`src/rtl/rxseg_pkg.sv`:
```
package rxseg_pkg;
  localparam int BYTE_W = 8;
  localparam int SEG_W  = BYTE_W + 2;

  typedef struct packed {
    logic fc;
    logic jab;
    logic link;
    logic dup;
    logic spd;
  } port_stat_t;

  // Status byte: bit0 err, 1 speed, 2 duplex, 3 link, 4 jabber,
  // 5 upper-nibble valid, 6 false carrier, 7 constant one.
  function automatic logic [BYTE_W-1:0] mk_status(logic err, logic nib,
                                                  port_stat_t ps);
    return {1'b1, ps.fc, nib, ps.jab, ps.link, ps.dup, ps.spd, err};
  endfunction

  // Segment word, transmitted from bit 0 upward.
  function automatic logic [SEG_W-1:0] mk_segment(logic crs, logic dv,
                                                  logic [BYTE_W-1:0] field);
    return {field, dv, crs};
  endfunction
endpackage

```
`src/rtl/rxseg_timer.sv`:
```
module rxseg_timer #(
  parameter int SEG_LEN  = 10,
  parameter int SLOW_REP = 10
) (
  input  logic clk,
  input  logic rst_n,
  input  logic fast,
  output logic load,
  output logic take,
  output logic sync
);
  localparam int CW = $clog2(SEG_LEN);
  localparam int RW = (SLOW_REP > 1) ? $clog2(SLOW_REP) : 1;
  localparam logic [CW-1:0] LAST = CW'(SEG_LEN - 1);
  localparam logic [RW-1:0] REP_TOP = RW'(SLOW_REP - 1);

  logic [CW-1:0] bit_cnt;
  logic [RW-1:0] rep_cnt;

  assign load = (bit_cnt == LAST);
  assign take = load && (rep_cnt == '0);

  always_ff @(posedge clk) begin
    if (!rst_n) begin
      bit_cnt <= LAST;
      rep_cnt <= '0;
      sync    <= 1'b0;
    end else begin
      bit_cnt <= load ? '0 : bit_cnt + 1'b1;
      sync    <= load;
      if (take)
        rep_cnt <= fast ? '0 : REP_TOP;
      else if (load)
        rep_cnt <= rep_cnt - 1'b1;
    end
  end


  sync_first_bit_chk: assert property (@(posedge clk) disable iff (!rst_n)
    sync |-> (bit_cnt == '0));

  sync_single_chk: assert property (@(posedge clk) disable iff (!rst_n)
    sync |=> !sync);

  rep_range_chk: assert property (@(posedge clk) disable iff (!rst_n)
    rep_cnt <= REP_TOP);

  fast_rep_chk: assert property (@(posedge clk) disable iff (!rst_n)
    (take && fast) |=> (rep_cnt == '0));
endmodule

```
`src/rtl/rxseg_frame.sv`:
```
module rxseg_frame (
  input  logic clk,
  input  logic rst_n,
  input  logic take,
  input  logic dv,
  input  logic er,
  input  logic hi_ok,
  output logic err_now,
  output logic nib_now
);
  logic in_frame, acc_err, last_nib, lat_err, lat_nib;
  logic frame_start, frame_end;

  assign frame_start = take && dv && !in_frame;
  assign frame_end   = take && !dv && in_frame;

  // Values reported in the status segment built at this take.
  assign err_now = (in_frame && !dv) ? acc_err  : lat_err;
  assign nib_now = (in_frame && !dv) ? last_nib : lat_nib;

  always_ff @(posedge clk) begin
    if (!rst_n) begin
      in_frame <= 1'b0;
      acc_err  <= 1'b0;
      last_nib <= 1'b0;
      lat_err  <= 1'b0;
      lat_nib  <= 1'b0;
    end else if (take) begin
      if (dv) begin
        in_frame <= 1'b1;
        acc_err  <= frame_start ? er : (acc_err | er);
        last_nib <= hi_ok;
      end else if (in_frame) begin
        in_frame <= 1'b0;
        lat_err  <= acc_err;
        lat_nib  <= last_nib;
      end
    end
  end


  hold_in_frame_chk: assert property (@(posedge clk) disable iff (!rst_n)
    (take && dv) |=> ($stable(lat_err) && $stable(lat_nib)));

  hold_idle_chk: assert property (@(posedge clk) disable iff (!rst_n)
    (!frame_end) |=> ($stable(lat_err) && $stable(lat_nib)));

  frame_clear_chk: assert property (@(posedge clk) disable iff (!rst_n)
    (frame_start && !er) |=> !acc_err);

  err_sticky_chk: assert property (@(posedge clk) disable iff (!rst_n)
    (take && dv && in_frame && acc_err) |=> acc_err);
endmodule

```
`src/rtl/rxseg_shifter.sv`:
```
module rxseg_shifter #(
  parameter int SEG_LEN = 10
) (
  input  logic               clk,
  input  logic               rst_n,
  input  logic               load,
  input  logic               take,
  input  logic [SEG_LEN-1:0] word_in,
  output logic               ser_bit
);
  logic [SEG_LEN-1:0] hold_word, shreg;
  logic fresh;

  always_ff @(posedge clk) begin
    if (!rst_n) begin
      hold_word <= '0;
      shreg     <= '0;
      fresh     <= 1'b0;
    end else begin
      fresh <= load;
      if (take) hold_word <= word_in;
      if (load) shreg <= take ? word_in : hold_word;
      else      shreg <= {1'b0, shreg[SEG_LEN-1:1]};
    end
  end

  assign ser_bit = shreg[0];


  status_top_one_chk: assert property (@(posedge clk) disable iff (!rst_n)
    (fresh && !shreg[1]) |-> shreg[SEG_LEN-1]);

  repeat_hold_chk: assert property (@(posedge clk) disable iff (!rst_n)
    (load && !take) |=> (shreg == $past(hold_word)));
endmodule

```
`src/rtl/rxseg_encoder.sv`:
```
module rxseg_encoder #(
  parameter int SLOW_REP = 10
) (
  input  logic       clk,
  input  logic       rst_n,
  input  logic       rx_crs,
  input  logic       rx_dv,
  input  logic       rx_er,
  input  logic [7:0] rx_data,
  input  logic       rx_hi_ok,
  input  logic       spd_100,
  input  logic       full_dup,
  input  logic       link_up,
  input  logic       jabber,
  input  logic       false_carr,
  output logic       ser_data,
  output logic       seg_sync
);
  import rxseg_pkg::*;

  logic load, take, err_now, nib_now;
  port_stat_t ps;
  logic [BYTE_W-1:0] field;
  logic [SEG_W-1:0] word;

  rxseg_timer #(.SEG_LEN(SEG_W), .SLOW_REP(SLOW_REP)) u_timer (
    .clk(clk), .rst_n(rst_n), .fast(spd_100),
    .load(load), .take(take), .sync(seg_sync)
  );

  rxseg_frame u_frame (
    .clk(clk), .rst_n(rst_n), .take(take), .dv(rx_dv), .er(rx_er),
    .hi_ok(rx_hi_ok), .err_now(err_now), .nib_now(nib_now)
  );

  always_comb begin
    ps.fc   = false_carr;
    ps.jab  = jabber;
    ps.link = link_up;
    ps.dup  = full_dup;
    ps.spd  = spd_100;
    field   = rx_dv ? rx_data : mk_status(err_now, nib_now, ps);
    word    = mk_segment(rx_crs, rx_dv, field);
  end

  rxseg_shifter #(.SEG_LEN(SEG_W)) u_shift (
    .clk(clk), .rst_n(rst_n), .load(load), .take(take),
    .word_in(word), .ser_bit(ser_data)
  );


  reset_quiet_chk: assert property (@(posedge clk)
    (!rst_n) |=> (!ser_data && !seg_sync));
endmodule

```
`config.mk`:
```
export PLATFORM = sky130hd
export DESIGN_NAME = rxseg_encoder
export DESIGN_NICKNAME = d
export VERILOG_FILES = /design/src/rtl/rxseg_pkg.sv /design/src/rtl/rxseg_timer.sv /design/src/rtl/rxseg_frame.sv /design/src/rtl/rxseg_shifter.sv /design/src/rtl/rxseg_encoder.sv
export SDC_FILE = /design/constraint.sdc
export NUM_CORES = 1
export LEC_CHECK = 0
export ABC_AREA = 1
export CAP_MARGIN = 20
export CORE_MARGIN = 2
export CORE_UTILIZATION = 50
export DETAILED_ROUTE_END_ITERATION = 16
export DONT_BUFFER_PORTS = 1
export GPL_ROUTABILITY_DRIVEN = 0
export PLACE_DENSITY = 0.61
export SLEW_MARGIN = 20
export SYNTH_ARGS = -nofsm -noshare
export SYNTH_HDL_FRONTEND = slang
export SYNTH_SLANG_ARGS = --single-unit
export TNS_END_PERCENT = 30
```
`constraint.sdc`:
```
create_clock -name clk -period 1.55 [get_ports clk]
set_input_delay 0.2325 -clock clk [delete_from_list [all_inputs] [get_ports clk]]
set_output_delay 0.2325 -clock clk [all_outputs]
set_load 0.01 [all_outputs]
```
# Yosys cells after proc, flatten, opt, wreduce, memory -nomap -nowiden

Cells that the tools add are included.

Muxes and demuxes: 11
Equality and inequality tests: 1
Reductions and logical operators: 12
Bitwise gates (word level): 3
Add/subtract/negate cells: 2

Operator list:

| kind                                                               | number |
|---|---|
| 4-bit two-way mux                                                  | 4 |
| 10-bit two-way mux                                                 | 1 |
| 9-bit two-way mux                                                  | 1 |
| 8-bit two-way mux                                                  | 1 |
| 4-bit by 1-bit adder with 4-bit output, second input constant      | 1 |
| 4-bit equality test, second input constant                         | 1 |
| 1-bit logical AND                                                  | 4 |
| 4-bit zero test                                                    | 1 |
| 1-bit two-way mux                                                  | 4 |
| 2-bit AND reduction                                                | 2 |
| 4-bit by 1-bit subtractor with 4-bit output, second input constant | 1 |
| 3-bit AND reduction                                                | 1 |
| 1-bit zero test                                                    | 2 |
| 1-bit NOT                                                          | 2 |
| 2-bit nonzero test                                                 | 1 |
| 2-bit OR reduction                                                 | 1 |
| 1-bit bitwise OR                                                   | 1 |

Output and inout port bits: 2
Logic and storage cells: 41
Register bits after elaboration: 34

# Depth between registers and ports, before layout

Gate-level depths: netlist (run 1).

Depth in word-level cells: 6
Mapped depth: 9
Gate-level depth less buffers: 9

# Cells and area by module

A second synthesis (run 1) with hierarchy kept.

Cells, all modules: 228
Area total of the unflattened synthesis: 1605.3 sq um

By module, submodules not included:

| module        | cells each | sequential area each (sq um) | area an instance (sq um) | times used |
|---|---|---|---|---|
| rxseg_shifter | 106        | 400.4                        | 784.5                    | 1 |
| rxseg_timer   | 59         | 180.2                        | 469.2                    | 1 |
| rxseg_frame   | 38         | 100.1                        | 250.2                    | 1 |
| rxseg_encoder | 25         | 0.0                          | 101.3                    | 1 |

# Least setup slack after synthesis (run 1)

OpenSTA, ideal clock, no wires.

Path kind: reg2reg
From: register u_timer.bit_cnt[0]
To: register u_frame.lat_err
Data arrival time: 1.195 ns
Clock period less this slack: 1.321 ns
Stages on the path, launching flop included: 8
Path slack: 0.229 ns
Setup time: 0.126 ns
Required time: 1.424 ns
Path through: dfxtp_1 ha_1 nand3_2 nor2_4 buf_12 nand2_4 o21ai_1 nor2_1

Word-level cells in the longest chain between the ends: 3

Ends and longest elaborated chain:

| what                                 | RTL line          | source |
|---|---|---|
| start, declared                      | rxseg_timer.sv:17 | `logic [CW-1:0] bit_cnt;` |
| start signal, assigned               | rxseg_timer.sv:29 | `bit_cnt <= load ? '0 : bit_cnt + 1'b1;` |
| 4-bit equality test                  | rxseg_timer.sv:20 | `assign load = (bit_cnt == LAST);` |
| 1-bit logical AND                    | rxseg_timer.sv:21 | `assign take = load && (rep_cnt == '0);` |
| 3-bit AND reduction (no source line) | n/a               |  |
| end signal, assigned                 | rxseg_frame.sv:35 | `lat_err <= acc_err;` |
| end, declared                        | rxseg_frame.sv:11 | `logic in_frame, acc_err, last_nib, lat_err, lat_nib;` |

Every way passes these cells.
A chain may end at the register's enable or synchronous reset.

# Worst setup path after layout (run 1)

From: register u_timer.bit_cnt[1]
To: register u_shift.shreg[4]

Word-level cells in the longest chain between the ends: 4

Ends and longest elaborated chain:

| what                    | RTL line            | source |
|---|---|---|
| 4-bit equality test (*) | rxseg_timer.sv:20   |  |
| 1-bit logical AND       | rxseg_timer.sv:21   |  |
| 10-bit two-way mux      | rxseg_shifter.sv:22 | `if (load) shreg <= take ? word_in : hold_word;` |
| 9-bit two-way mux (*)   | rxseg_shifter.sv:22 |  |
| end signal, assigned    | rxseg_shifter.sv:22 |  |
| end signal, assigned    | rxseg_shifter.sv:23 | `else shreg <= {1'b0, shreg[SEG_LEN-1:1]};` |
| end, declared           | rxseg_shifter.sv:11 | `logic [SEG_LEN-1:0] hold_word, shreg;` |

Every way passes the cells marked *; elsewhere a longest branch is shown, timed or not.

==> results.py, run 1 <==
metrics = {
    "outcome": {
        "outcome": "finished, final reports clean",
    },
    "floorplanning": {
        "io-pin-count": 21,
        "initial_core_util": 0.5236,
        "coreArea_um2": 2758,
        "std_cell_rows": 19,
        "dieArea_um2": 3333,
        "fp.dieH_um": 57.74,
        "die_w_um": 57.74,
    },
    "timing": {
        "fmax_ghz": 0.6861,
        "period_share": 0.9403,
        "worstMarginPinSlew_ps": 471.3,
        "finalCriticalPeriod_ps": 1457,
        "relSlewSlack": 0.6855,
        "rsz0062_at_grt": "yes",
        "setup_viol": 0,
        "final_max_slew_viol_count": 0,
        "fin_skew_ps": 5.796,
        "hold_viol": 0,
    },
    "grt": {
        "overflow": 0,
        "grt_usage": 0.1774,
        "grt_max_degree": 17,
        "grt_pass1_vias": 1072,
        "antenna_found_initial": 0,
        "grt_pass1_wl_um": 4395,
    },
    "drt": {
        "vias": 1170,
        "wl_per_cell_um": 11.25,
        "drt_iter0_drc": 72,
        "ant_nets": 0,
        "dr.pass1.iters": 4,
        "drc": 0,
        "drt-vias-per-instance": 5.043,
        "wirelength_um": 2610,
    },
    "cts": {
        "clk_latency_ps": 330,
        "cts_tree": "yes",
        "clock_sinks": 34,
        "cts_buffer_depth": 2,
        "cts_made_buffers": 5,
        "htree_levels": 2,
        "cts-root-buf": "clkbuf_4",
        "clk_pin_slew_ps": 100,
    },
    "setup_path": {
        "path_delay_family": "buffers and inverters",
        "path_cells": "inv_1 > ha_2 > buf_4 > nand3_2 > nor2_4 > buf_12 > buf_12 > nand2_1 > o21ai_2 > o21ai_0",
        "arrival_ps": 1680,
        "cp_slowest_cell": "dfxtp_2",
        "crit_required_ps": 1780,
        "crit_top_cell": "buf_12",
        "max_stage_delay_ps": 330,
        "path_max_fanout": 8,
        "crit_type": "reg -> reg",
        "start_kind": "register",
        "cp-end-kind": "register",
        "crit_buf_inv": 4,
        "worstSetupStartpoint": "u_timer.bit_cnt[1]$_SDFF_PP0_",
        "worstReg2RegStart": "u_timer.bit_cnt[1]$_SDFF_PP0_",
    },
    "power": {
        "leakagePower_nw": 0.7411,
        "ir_drop_mv": 1.286,
        "total_power_mw": 3.430,
        "p_per_area_nw_per_um2": 2064,
    },
    "cells_and_area": {
        "nFillCells": 267,
        "final_util": 0.6025,
        "syn2layout_area_growth_pct": 15.08,
        "drive_gt1_frac": 0.1891,
        "antenna_cells": 0,
        "final_nets": 223,
    },
    "synth": {
        "synth.most_common_cell": "nand2_1",
        "ys_warn_count": 0,
        "yosysTopAreaCellShare": 0.4714,
        "yosys_register_bits": 34,
        "yosysTopAreaCell": "dfxtp_1",
        "syn_inst": 188,
        "synth_area_leaders": "dfxtp_1, nand2_1, o21ai_0, inv_1, nor2_1",
        "synth_edf_count": 0,
        "ys.flop_type": "dfxtp_1",
        "async_reset_ff_frac": 0,
        "ys_seq_area_frac": 0.4714,
        "syn_nets": 210,
        "syn_area_per_cell_um2": 7.680,
        "synth.distinct_cells": 27,
        "netlist_area_um2": 1444,
        "synth_common_cells": "nand2_1, dfxtp_1, inv_1, nor2_1, o21ai_0",
    },
    "place": {
        "io_buffers": 0,
        "hpwl_um": 1868,
    },
    "worst_hold_path": {
        "hp-start": "rst_n",
        "hold_class": "in -> reg",
    },
    "job": {
        "cap_violations": 0,
    },
}
==> kinds of logic after synthesis <==
kind of cell / after synthesis / synth area share
AO/OA/AOI/OAI: 30 / 0.1213
AND/OR/NAND/NOR: 94 / 0.2782
buffers and inverters: 25 / 0.09098
flip-flops: 34 / 0.4714
adder cells (fa/ha/maj): 3 / 0.02600
XOR/XNOR: 2 / 0.01213
==> what timing repair did <==
item                                    in CTS  in global routing
endpoints found under the setup margin      14                 25
hold endpoints to repair                     2                  0
pin swaps                                    0                  1
hold buffers                                 1                  0
buffers inserted                             0                  1
gates resized for setup                      1                 10
gates cloned                                 0                  1
==> cell usage in the layout (no fill, tap or decap) <==
master and n:
nor3_1 2, clkbuf_4 5, xnor2_1 1, clkbuf_16 1, clkbuf_8 1, nor2_1 16
nand2_4 1, or2_2 2, dfxtp_1 33, nand2_1 56, a21oi_1 6, nor2_4 1
nand4_1 1, dlygate4sd3_1 1, inv_2 2, dfxtp_2 1, buf_4 6, buf_12 2
bufinv_16 1, o21ai_0 14, nor2_2 2, xor2_1 1, inv_1 18, o21ai_2 6
o21ai_1 3, buf_8 1, nand2_2 2, nand3_1 8, ha_2 1, nand3_2 3
o31ai_1 1, ha_1 2
==> flip-flops by register name, indices dropped and copies added (netlist names), 4 cells and up <==
register	count
u_shift.hold_word	10
u_shift.shreg	10
u_timer.bit_cnt	4
u_timer.rep_cnt	4
==> metrics by stage <==
stage	hold slack [ps]	area [um^2]	std cells	setup TNS [ps]	setup slack, ps
2_1_floorplan	308.7	1444	188	0	228.6
3_3_place_gp	310.4	1499	222	0	18.35
5_1_grt	40.60	1662	232	-35.32	-27.39
3_5_place_dp	318.6	1499	222	-136.3	-45.62
4_1_cts	16.40	1593	230	0	19.26
6_report	28.76	1662	232	0	92.58
==> final cells by class <==
cell class	count	area, um^2	area share
clock buffers	6	51.30	0.03087
clock inverters	1	30.03	0.01807
flip-flops and latches	34	681.9	0.4104
inverters	20	75.07	0.04518
multi-input cells	129	649.4	0.3908
repair buffers	11	135.1	0.08133
well taps	31	38.79	0.02334
==> power by group <==
| group | switching (mW) | internal (mW) |
|---|---|---|
| sequential | 0.152 | 1.18 |
| clock | 0.284 | 0.375 |
| combinational | 0.758 | 0.684 |
==> path summary, 6_finish.rpt <==
path / endpoint / slack, ps / cells past startpoint
max: u_shift.shreg[4]$_SDFF_PN0_ / 90 / 10
min: u_timer.rep_cnt[2]$_SDFFE_PN0P_ / 30 / 2
min reg2reg: u_shift.shreg[5]$_SDFF_PN0_ / 440 / 2
max reg2reg: u_shift.shreg[4]$_SDFF_PN0_ / 90 / 10
==> metal layers <==
layer / track usage / part of all wire / vias to the layer above
li1: - / - / 617
met1: 0.2191 / 0.48 / 516
met2: 0.2792 / 0.45 / 29
met3: 0.04911 / 0.048 / 8
met4: 0.09967 / 0.024 / 0
met5: 0 / 0 / -
Note: power is estimated with default switching activity, not from simulation.
==> run 2: changes to the inputs <==
Clock period 1.55 ns to 1.35 ns, I/O delays scaled along.
==> run 2 against run 1 <==
  * The flow now finishes with violations (setup timing)
  * Global-route usage is 1.9 points higher
  * Utilization up 7.0 points
  * Die area did not move
  * Routed wire length grew 14%
  * Clock power increased by 4.7%
  * Sequential power rose by 17%
  * Non-clock buffer count is 10 higher
  * Sequential cell count unchanged
  * Worst setup slack got worse by 230 ps
  * Via count up 4.4%
  * Critical path depth did not move
  * Critical path type unchanged
  * Largest cell class is now multi-input combinational cells
  * Largest power group unchanged
  * Highest routed layer unchanged
==> results.py, run 2 (synthesized netlist as in run 1, its figures left out) <==
metrics = {
    "place": {
        "hpwl_um": 1926,
        "place_ws_ps": -259.7,
        "io_buffers": 0,
    },
    "floorplanning": {
        "io-pin-count": 21,
        "fp.dieH_um": 57.74,
        "die_w_um": 57.74,
        "dieArea_um2": 3333,
        "coreArea_um2": 2758,
        "initial_core_util": 0.5236,
        "std_cell_rows": 19,
    },
    "cells_and_area": {
        "final_cell_mix": "nand2_1, dfxtp_1, inv_1",
        "final_util": 0.6724,
        "reg_top3": "u_shift.hold_word x10, u_shift.shreg x10",
        "mostFrequentLayoutCell": "nand2_1",
        "syn2layout_area_growth_pct": 28.42,
        "final_nets": 233,
        "antenna_cells": 0,
        "drive_gt1_frac": 0.3066,
    },
    "worst_hold_path": {
        "hp-start": "rx_er",
        "hold_class": "in -> reg",
        "hold_depth": 2,
        "min_to": "u_frame.acc_err$_SDFFE_PN0P_",
    },
    "setup_path": {
        "crit_type": "reg -> reg",
        "reg2reg_to": "u_shift.shreg[4]$_SDFF_PN0_",
        "crit_required_ps": 1580,
        "reg2reg_depth": 10,
        "worstReg2RegStart": "u_timer.bit_cnt[1]$_SDFF_PP0_",
        "r2r_slack_ps": -140,
        "path_max_fanout": 5,
        "cp-end-kind": "register",
        "start_kind": "register",
        "arrival_ps": 1720,
    },
    "drt": {
        "wl_per_cell_um": 12.25,
        "drt_iter0_drc": 48,
        "ant_nets": 0,
        "drt-vias-per-instance": 5.025,
        "vias": 1221,
        "dr.pass1.iters": 4,
        "drc": 0,
        "wirelength_um": 2977,
    },
    "grt": {
        "grt_pass1_wl_um": 4905,
        "grt_pass1_vias": 1140,
        "grt_usage": 0.1962,
        "antenna_found_initial": 0,
        "overflow": 0,
        "grt_max_degree": 17,
    },
    "timing": {
        "fmax_ghz": 0.6701,
        "setup_viol": 27,
        "tns_ps": -2024,
        "rsz0062_at_grt": "yes",
        "period_share": 1.105,
        "hold_viol": 0,
        "whs_ps": 18.33,
        "worst_slack_ps": -142.4,
        "final_max_slew_viol_count": 0,
        "finalCriticalPeriod_ps": 1492,
        "relSlewSlack": 0.8107,
        "worstMarginPinSlew_ps": 283.3,
        "fin_skew_ps": 6.216,
    },
    "power": {
        "ir_drop_mv": 1.705,
        "p_per_area_nw_per_um2": 2436,
        "leakagePower_nw": 0.8109,
        "total_power_mw": 4.517,
    },
    "cts": {
        "cts_buffer_depth": 2,
        "clk_latency_ps": 330,
        "cts-root-buf": "clkbuf_4",
        "cts_tree": "yes",
        "clock_sinks": 34,
        "clk_pin_slew_ps": 100,
        "cts_made_buffers": 5,
        "htree_levels": 2,
    },
    "job": {
        "cap_violations": 0,
    },
    "outcome": {
        "outcome": "finished, violations left",
        "violations": "setup timing",
    },
}
-- run 2: routing by layer --
metal  routed length, um  track usage  vias up  part of all wire
li1                    -            -      642                 -
met1                1415       0.2472      549              0.48
met2                1421       0.3101       28              0.48
met3                 128      0.06920        2             0.043
met4                  12      0.07309        0            0.0040
met5                   0            0        -                 0
-- run 2: through the flow --
stage               instance area (um^2)  cells
floorplan                           1444    188
global placement                    1544    228
detailed placement                  1544    228
CTS                                 1823    242
global route                        1854    243
finish                              1854    243
-- run 2: report_power, final --
part | switching, mW | internal [mW]
Combinational | 1.09 | 1.18
Clock | 0.334 | 0.356
Sequential | 0.192 | 1.36
-- run 2: area by class of cell --
cell class	count	area, um^2
flip-flops and latches	34	684.4
repair buffers	21	245.2
well taps	31	38.79
fillers	245	903.4
inverters	20	75.07
multi-input cells	129	732.0
clock buffers	8	78.83
-- run 2: timing repair --
item,4_1_cts,5_1_grt
gates cloned,1,0
setup endpoints to repair,30,30
pin swaps,6,8
hold endpoints to repair,3,0
setup buffers,4,2
gates resized for setup,32,10
hold buffers,1,0
-- run 2: how the worst max path moves through the flow --
stage	start	endpoint	cells after the start
after floorplan	u_timer.bit_cnt[0]$_SDFF_PN1_	u_frame.lat_err$_SDFFE_PN0P_	7
after global placement	u_timer.bit_cnt[1]$_SDFF_PP0_	u_shift.shreg[7]$_SDFF_PN0_	7
after detailed placement	u_timer.bit_cnt[1]$_SDFF_PP0_	u_timer.bit_cnt[1]$_SDFF_PP0_	7
after CTS	u_timer.bit_cnt[1]$_SDFF_PP0_	u_frame.lat_err$_SDFFE_PN0P_	11
after global routing	u_timer.bit_cnt[1]$_SDFF_PP0_	u_shift.shreg[4]$_SDFF_PN0_	10
final	u_timer.bit_cnt[1]$_SDFF_PP0_	u_shift.shreg[4]$_SDFF_PN0_	10
-- run 2: critical path: stages (launching register included) --
cell	delay, ps
dfxtp_2	350
inv_2	40
ha_4	150
buf_6	110
nand3_4	60
nor2_4	50
buf_12	130
buf_12	120
buf_16	130
o21ai_4	160
o21ai_2	70
==> run 3: changes to the inputs <==
--- a/config.mk
+++ b/config.mk
@@ -14,2 +14,3 @@
 export GPL_ROUTABILITY_DRIVEN = 0
+export GPL_TIMING_DRIVEN = 0
 export PLACE_DENSITY = 0.61
--- a/constraint.sdc
+++ b/constraint.sdc
@@ -3,2 +3,2 @@
 set_output_delay 0.2025 -clock clk [all_outputs]
-set_load 0.01 [all_outputs]
+set_load 0.05 [all_outputs]
==> run 3 against run 2 <==
  * The run still ends with setup timing left
  * Hold slack improved by 9.2 ps
  * Worst setup slack improved by 110 ps
  * Sequential cell count is the same
  * Utilization down 0.82 points
  * Highest routed layer unchanged
  * Largest cell class unchanged
==> results.py, run 3 (synthesized netlist as in run 1, its figures left out) <==
metrics = {
    "drt": {
        "wl_per_cell_um": 12.55,
        "wirelength_um": 3049,
        "drt-vias-per-instance": 5.099,
        "drc": 0,
        "dr.pass1.iters": 5,
        "vias": 1239,
        "drt_iter0_drc": 41,
        "ant_nets": 0,
    },
    "timing": {
        "finalCriticalPeriod_ps": 1381,
        "tns_ps": -176.1,
        "worst_slack_ps": -30.63,
        "whs_ps": 27.53,
        "final_max_slew_viol_count": 0,
        "hold_viol": 0,
        "relSlewSlack": 0.6870,
        "period_share": 1.023,
        "fin_skew_ps": 4.395,
        "rsz0062_at_grt": "yes",
        "worstMarginPinSlew_ps": 468.9,
        "setup_viol": 9,
        "fmax_ghz": 0.7243,
    },
    "grt": {
        "antenna_found_initial": 0,
        "grt_pass1_wl_um": 5099,
        "grt_usage": 0.2050,
        "grt_pass1_vias": 1197,
        "grt_max_degree": 11,
        "overflow": 0,
    },
    "place": {
        "hpwl_um": 1990,
        "place_inst": 219,
        "io_buffers": 0,
        "place_ws_ps": -199.9,
    },
    "setup_path": {
        "cp-end-kind": "register",
        "crit_buf_inv": 3,
        "crit_type": "reg -> reg",
        "cp_slowest_cell": "dfxtp_2",
        "crit_required_ps": 1570,
        "arrival_ps": 1600,
        "max_stage_delay_ps": 330,
        "reg2reg_depth": 9,
        "start_kind": "register",
        "path_delay_family": "simple AND/OR/NAND/NOR gates",
        "path_max_fanout": 5,
        "path_cells": "inv_2 > ha_4 > nand3_4 > nor2_4 > buf_6 > buf_12 > nand2_4 > o21ai_2 > nor2_1",
        "crit_cells": 9,
    },
    "floorplanning": {
        "coreArea_um2": 2758,
        "fp.dieH_um": 57.74,
        "std_cell_rows": 19,
        "die_w_um": 57.74,
        "dieArea_um2": 3333,
        "initial_core_util": 0.5236,
        "io-pin-count": 21,
    },
    "cells_and_area": {
        "nFillCells": 239,
        "regArea_um2": 686.9,
        "final_cell_mix": "nand2_1, dfxtp_1, inv_1, nor2_1",
        "final_util": 0.6642,
        "reg_top3": "u_shift.hold_word x10, u_shift.shreg x10",
        "drive_gt1_frac": 0.3019,
        "layoutNonFillerInstCount": 243,
        "mostFrequentLayoutCell": "nand2_1",
        "final_nets": 234,
        "antenna_cells": 0,
        "multi_input_area_um2": 721.9,
        "syn2layout_area_growth_pct": 26.86,
    },
    "worst_hold_path": {
        "hold_class": "in -> reg",
        "hold_depth": 2,
    },
    "outcome": {
        "violations": "setup timing",
        "outcome": "finished, violations left",
    },
    "cts": {
        "htree_levels": 2,
        "cts-root-buf": "clkbuf_4",
        "cts_tree": "yes",
        "clk_latency_ps": 330,
        "cts_buffer_depth": 2,
        "clk_pin_slew_ps": 90,
        "clock_sinks": 34,
        "cts_made_buffers": 5,
    },
    "power": {
        "p_per_area_nw_per_um2": 2451,
        "ir_drop_mv": 1.571,
        "leakagePower_nw": 0.8204,
    },
    "job": {
        "cap_violations": 0,
    },
}
## run 3: cell types whose count changed in the layout (fill, tap and decap cells not counted), moves of 3 or more
cell / delta
o21ai_0: +4
o21ai_4: -3
o21ai_1: -3
nand2_1: +4
buf_12: -3
nand2_2: -6
## run 3: worst paths after layout
kind	from	end	slack (ps)
worst max-delay path	u_timer.bit_cnt[1]$_SDFF_PP0_	u_frame.lat_err$_SDFFE_PN0P_	-30
worst max register to register	u_timer.bit_cnt[1]$_SDFF_PP0_	u_frame.lat_err$_SDFFE_PN0P_	-30
worst min-delay path	rx_er	u_frame.acc_err$_SDFFE_PN0P_	30
worst min register to register	u_shift.shreg[4]$_SDFF_PN0_	u_shift.shreg[3]$_SDFF_PN0_	450
## run 3: cell type report
cell class / count / share of cell area
Buffer: 5 / 0.03210
Timing Repair Buffer: 17 / 0.09221
Clock inverter: 1 / 0.01639
Clock buffer: 6 / 0.02801
Sequential cell: 34 / 0.3750
Inverter: 20 / 0.04098
Multi-Input combinational cell: 129 / 0.3941
Tap cell: 31 / 0.02117
## run 3: timing repair
item / in CTS / in global routing
endpoints found under the hold margin: 3 / 1
buffers inserted: 11 / 2
cloned: 2 / 0
endpoints found under the setup margin: 31 / 29
gates resized for setup: 23 / 16
pin swaps: 5 / 7
hold buffers: 1 / 1
## run 3: power by group
part,internal (mW),leakage [nW],switching [mW]
combinational,1.09,0.496,1.04
sequential,1.36,0.280,0.236
clock,0.431,0.0443,0.333
total,2.88,0.820,1.61
## run 3: routing by layer
layer / part of all wire / track usage / vias up / routed length (um)
met1: 0.47 / 0.2609 / 560 / 1420
met2: 0.46 / 0.3166 / 30 / 1417
met4: 0.023 / 0.08970 / 0 / 70
li1: - / - / 640 / -
met5: 0 / 0 / - / 0
met3: 0.046 / 0.06920 / 9 / 141
## run 3: through the flow
step | cell area, um^2 | power, mW
after floorplan | 1444 | 2.713
after global placement | 1483 | 2.937
after detailed placement | 1483 | 2.995
after CTS | 1752 | 4.324
after global routing | 1832 | 4.806
final | 1832 | 4.489
